===== config.mk =====
export PLATFORM = sky130hd
export DESIGN_NAME = exr_decode
export DESIGN_NICKNAME = d
export VERILOG_FILES = /design/src/rtl/exr_pkg.sv /design/src/rtl/exr_decode.sv
export SDC_FILE = /design/constraint.sdc
export NUM_CORES = 1
export LEC_CHECK = 0
export BUFFER_PORTS_ARGS = -buffer_cell sky130_fd_sc_hd__buf_2
export CAP_MARGIN = 30
export CORE_AREA = 5 5 42 44
export DETAILED_ROUTE_END_ITERATION = 6
export DIE_AREA = 0 0 47 49
export PLACE_DENSITY = 0.39
export SLEW_MARGIN = 20
export SYNTH_ARGS = -nofsm -noshare
export SYNTH_HDL_FRONTEND = slang
export SYNTH_SLANG_ARGS = --single-unit

===== constraint.sdc =====
create_clock -name vclk -period 1.9
set_input_delay 0.38 -clock vclk [all_inputs]
set_output_delay 0.38 -clock vclk [all_outputs]
set_load 0.03 [all_outputs]

===== src/rtl/exr_pkg.sv =====
package exr_pkg;
    typedef enum logic [1:0] {
        ST_IDLE = 2'd0,
        ST_POP  = 2'd1,
        ST_CHK  = 2'd2
    } exr_state_e;

    localparam logic [1:0] NEST_ACTIVE = 2'b00;
    localparam logic [1:0] NEST_BASE   = 2'b01;

    localparam logic [3:0] KIND_HANDLER    = 4'd1;
    localparam logic [3:0] KIND_THREAD_MSP = 4'd9;
    localparam logic [3:0] KIND_THREAD_PSP = 4'd13;
endpackage


===== src/rtl/exr_decode.sv =====
module exr_decode
    import exr_pkg::*;
#(
    parameter int HI_W = 23
) (
    input  logic [3:0]      kind_i,
    input  logic [HI_W-1:0] hi_i,
    input  logic [1:0]      nest_i,
    input  logic            nonbase_thr_en_i,
    output logic            handler_o,
    output logic            use_psp_o,
    output logic            hibits_bad_o,
    output logic            pre_fault_o
);
    logic kind_ok, thread, nest_ok, nest_base;

    always_comb begin
        handler_o    = (kind_i == KIND_HANDLER);
        use_psp_o    = (kind_i == KIND_THREAD_PSP);
        thread       = (kind_i == KIND_THREAD_MSP) || use_psp_o;
        kind_ok      = handler_o || thread;
        nest_base    = (nest_i == NEST_BASE);
        nest_ok      = nest_base || (nest_i == NEST_ACTIVE);
        hibits_bad_o = ~&hi_i;
        pre_fault_o  = !kind_ok || !nest_ok ||
                       (thread && !nest_base && !nonbase_thr_en_i);
    end
endmodule


==> summary by stage <==
Die
The die is 49 um tall. The number of ports placed on the die boundary is 34. The floorplan die width is 47 um.

In this run the core area contains 14 standard-cell rows. Once the floorplan was initialized, standard cells occupied 6.161% of the core. The die area is 0.002303 mm^2. The total core area is 0.001401 mm^2.

CTS
Hold repair after CTS inserted 0 buffers. The post-CTS setup repair buffer count is 0. Once the clock tree was built, the resizer swapped 0 gates to a different size.

STA
The slew at the pin with the worst max-slew slack is 227.8 ps. The number of pins with negative max-slew slack in the final report is 0. Measured against its own limit, the worst slew margin works out to 84.67%.

Setup repair after global routing left no endpoint under its margin. Setup violations remaining at the end of the flow were counted as 0. The share of the cycle needed by the critical path after routing is 75.97%. The worst hold slack is 1071 ps. The number of hold-slack violations in the final timing report was 0.

The final critical delay including setup and external delays is 1444 ps. Adding up every negative setup slack in the final design gives 0 ps. The maximum frequency from static timing analysis is 0.6928 GHz.

Setup path
The data arrival at the endpoint of the critical path is 1060 ps. The data required time at the worst endpoint is 1520 ps. The worst setup path startpoint is hi_i[3]. Along the worst path, the maximum fanout reaches 1. STA classifies the critical path startpoint as a primary input. The type of the worst setup path is in -> out. The worst setup path is captured at an output pin. The destination of the critical timing path is hibits_bad_o.

Drt
The total number of vias is 259. For this run, the detailed router's first-pass iteration total came to 2. Dividing the detail-routed wire length by the instance count gives 8.687 um.

After the first detailed-routing iteration, the DRC count stood at 1. The count of nets left with antenna violations after detail routing is 0. Using the TritonRoute via totals, the vias-per-cell ratio works out to 3.866. After detailed routing, the number of remaining DRC violations is 0.

Wires add up to 582 um.

Final layout
The fill cell total of the finished layout is 179. The number of nets in the finished design is 83. The utilization of the core after routing is 19.73%. Leaving out fill and tap cells, the most frequent cells in the layout are 34 x sky130_fd_sc_hd__buf_2, 5 x sky130_fd_sc_hd__nand4_1, 3 x sky130_fd_sc_hd__nor2_1, 3 x sky130_fd_sc_hd__nand2_1, 2 x sky130_fd_sc_hd__o21ai_0. The area occupied by registers is 0 um^2. The number of clock buffer instances in the layout is 0.

The number of flip-flops and latches is 0. The final non-filler cell area is 276.5 um^2. From synthesis to final layout, the design area changed by 220.3%. The post-route netlist has 66.67% of its cells at a drive strength greater than 1. The most common cell after layout, fill and taps aside is sky130_fd_sc_hd__buf_2. 0 antenna diodes ended up in the layout.

Power
In this run the power density over the cells is 152.2 mW/mm^2. In this run the power spent charging and discharging nets is 0.00001628 W. The clock power share is 0%. Of the total power, the share spent switching nets is 38.68%.

The total design power is 0.00004209 W. The maximum VDD drop is 0.02828 mV. In this run, the combinational gates consume 100.0% of the power. The leakage power is 0.1498 nW. The internal power component is 0.00002581 W.

The fraction of power consumed by sequential logic is 0%.

Global routing
The number of global-route vias before repair is 239. The number of antenna violations at the first check in global routing is 0. The global-route usage over all layers is 4.000%.

The pin count of the biggest net entering global routing is 5. The first global-routing pass estimated 759 um of wire. After global routing the overflow that remains totals 0.

Place
In this run the tool buffered the top-level ports with 34 buffer cells. The instance area after placement is 276.5 um^2. At the end of routability-driven placement, the weighted congestion stood at 0.6111.

Synth
Dividing the synthesized area by the synthesized cell count gives 5.078 um^2. The number of nets produced by synthesis is 47. After synthesis, flip-flops and latches occupy 0% of the total area. The number of distinct standard cells referenced by the synthesized netlist is 8. In this run the cell area of the synthesized design comes to 86.33 um^2. After technology mapping, the gate count stands at 17. The number of warnings reported in the yosys synthesis log is 0.

Run
The reported max-cap violation count is 0.

Hold path
The worst hold path passes through 3 cells. The path class of the tightest hold or removal check is in -> out.

Outcome
The run finished with clean final reports.
synthesized netlist by cell type:
library cell / instances / area (um^2)
sky130_fd_sc_hd__nor2_1: 3 / 11.26
sky130_fd_sc_hd__nand3_1: 1 / 5.000
sky130_fd_sc_hd__nor4_1: 1 / 6.260
sky130_fd_sc_hd__nand4_1: 5 / 31.28
sky130_fd_sc_hd__nor3_1: 1 / 5.000
sky130_fd_sc_hd__nand2b_1: 1 / 6.260
sky130_fd_sc_hd__nand2_1: 3 / 11.26
sky130_fd_sc_hd__o21ai_0: 2 / 10.01
layer usage:
| metal | GRT usage [%] | wire length, um | vias to the layer above |
|---|---|---|---|
| li1 | - | - | 135 |
| met1 | 3.043 | 152 | 101 |
| met2 | 9.050 | 269 | 23 |
| met3 | 1.107 | 160 | 0 |
| met4 | 0 | 0 | 0 |
| met5 | 0 | 0 | - |
final cells by class:
class	instances	area (um^2)	area share (%)
multi-input combinational	17	86.33	31.22
tap	16	20.02	7.240
timing repair buffer	34	170.2	61.54
power by group through the flow:
| stage | sequential (W) | combinational [W] | clock (W) |
|---|---|---|---|
| after global routing | 0 | 0.0000467 | 0 |
| after CTS | 0 | 0.0000426 | 0 |
| after detailed placement | 0 | 0.0000425 | 0 |
| after global placement | 0 | 0.0000421 | 0 |
| after floorplan | 0 | 0.00000991 | 0 |
| final | 0 | 0.0000421 | 0 |
metrics by stage:
stage          setup slack, ps  cells
3_3_place_gp             438.8     67
4_1_cts                  428.8     67
2_1_floorplan            327.0     17
3_5_place_dp             429.4     67
5_1_grt                  355.5     67
6_report                 456.5     67
worst min-delay path by stage:
stage | from | endpoint
after floorplan | kind_i[3] | handler_o
after global placement | kind_i[2] | handler_o
after detailed placement | kind_i[2] | handler_o
after CTS | kind_i[2] | handler_o
after global routing | kind_i[2] | handler_o
final | kind_i[2] | handler_o
cells by family (layout without fill, tap and decap cells):
| logic type | count (synthesis) | in the layout | synth area share [%] |
|---|---|---|---|
| and+or+nand+nor | 15 | 15 | 88.40 |
| AOI/OAI and AO/OA | 2 | 2 | 11.59 |
| buffers and inverters | 0 | 34 | 0 |
critical path, cell delays in order:
cell and delay (ps):
sky130_fd_sc_hd__buf_2 80, sky130_fd_sc_hd__nand4_1 80, sky130_fd_sc_hd__nor4_1 280, sky130_fd_sc_hd__nand2_1 70, sky130_fd_sc_hd__buf_2 180
Power figures use the tool's default switching activity.
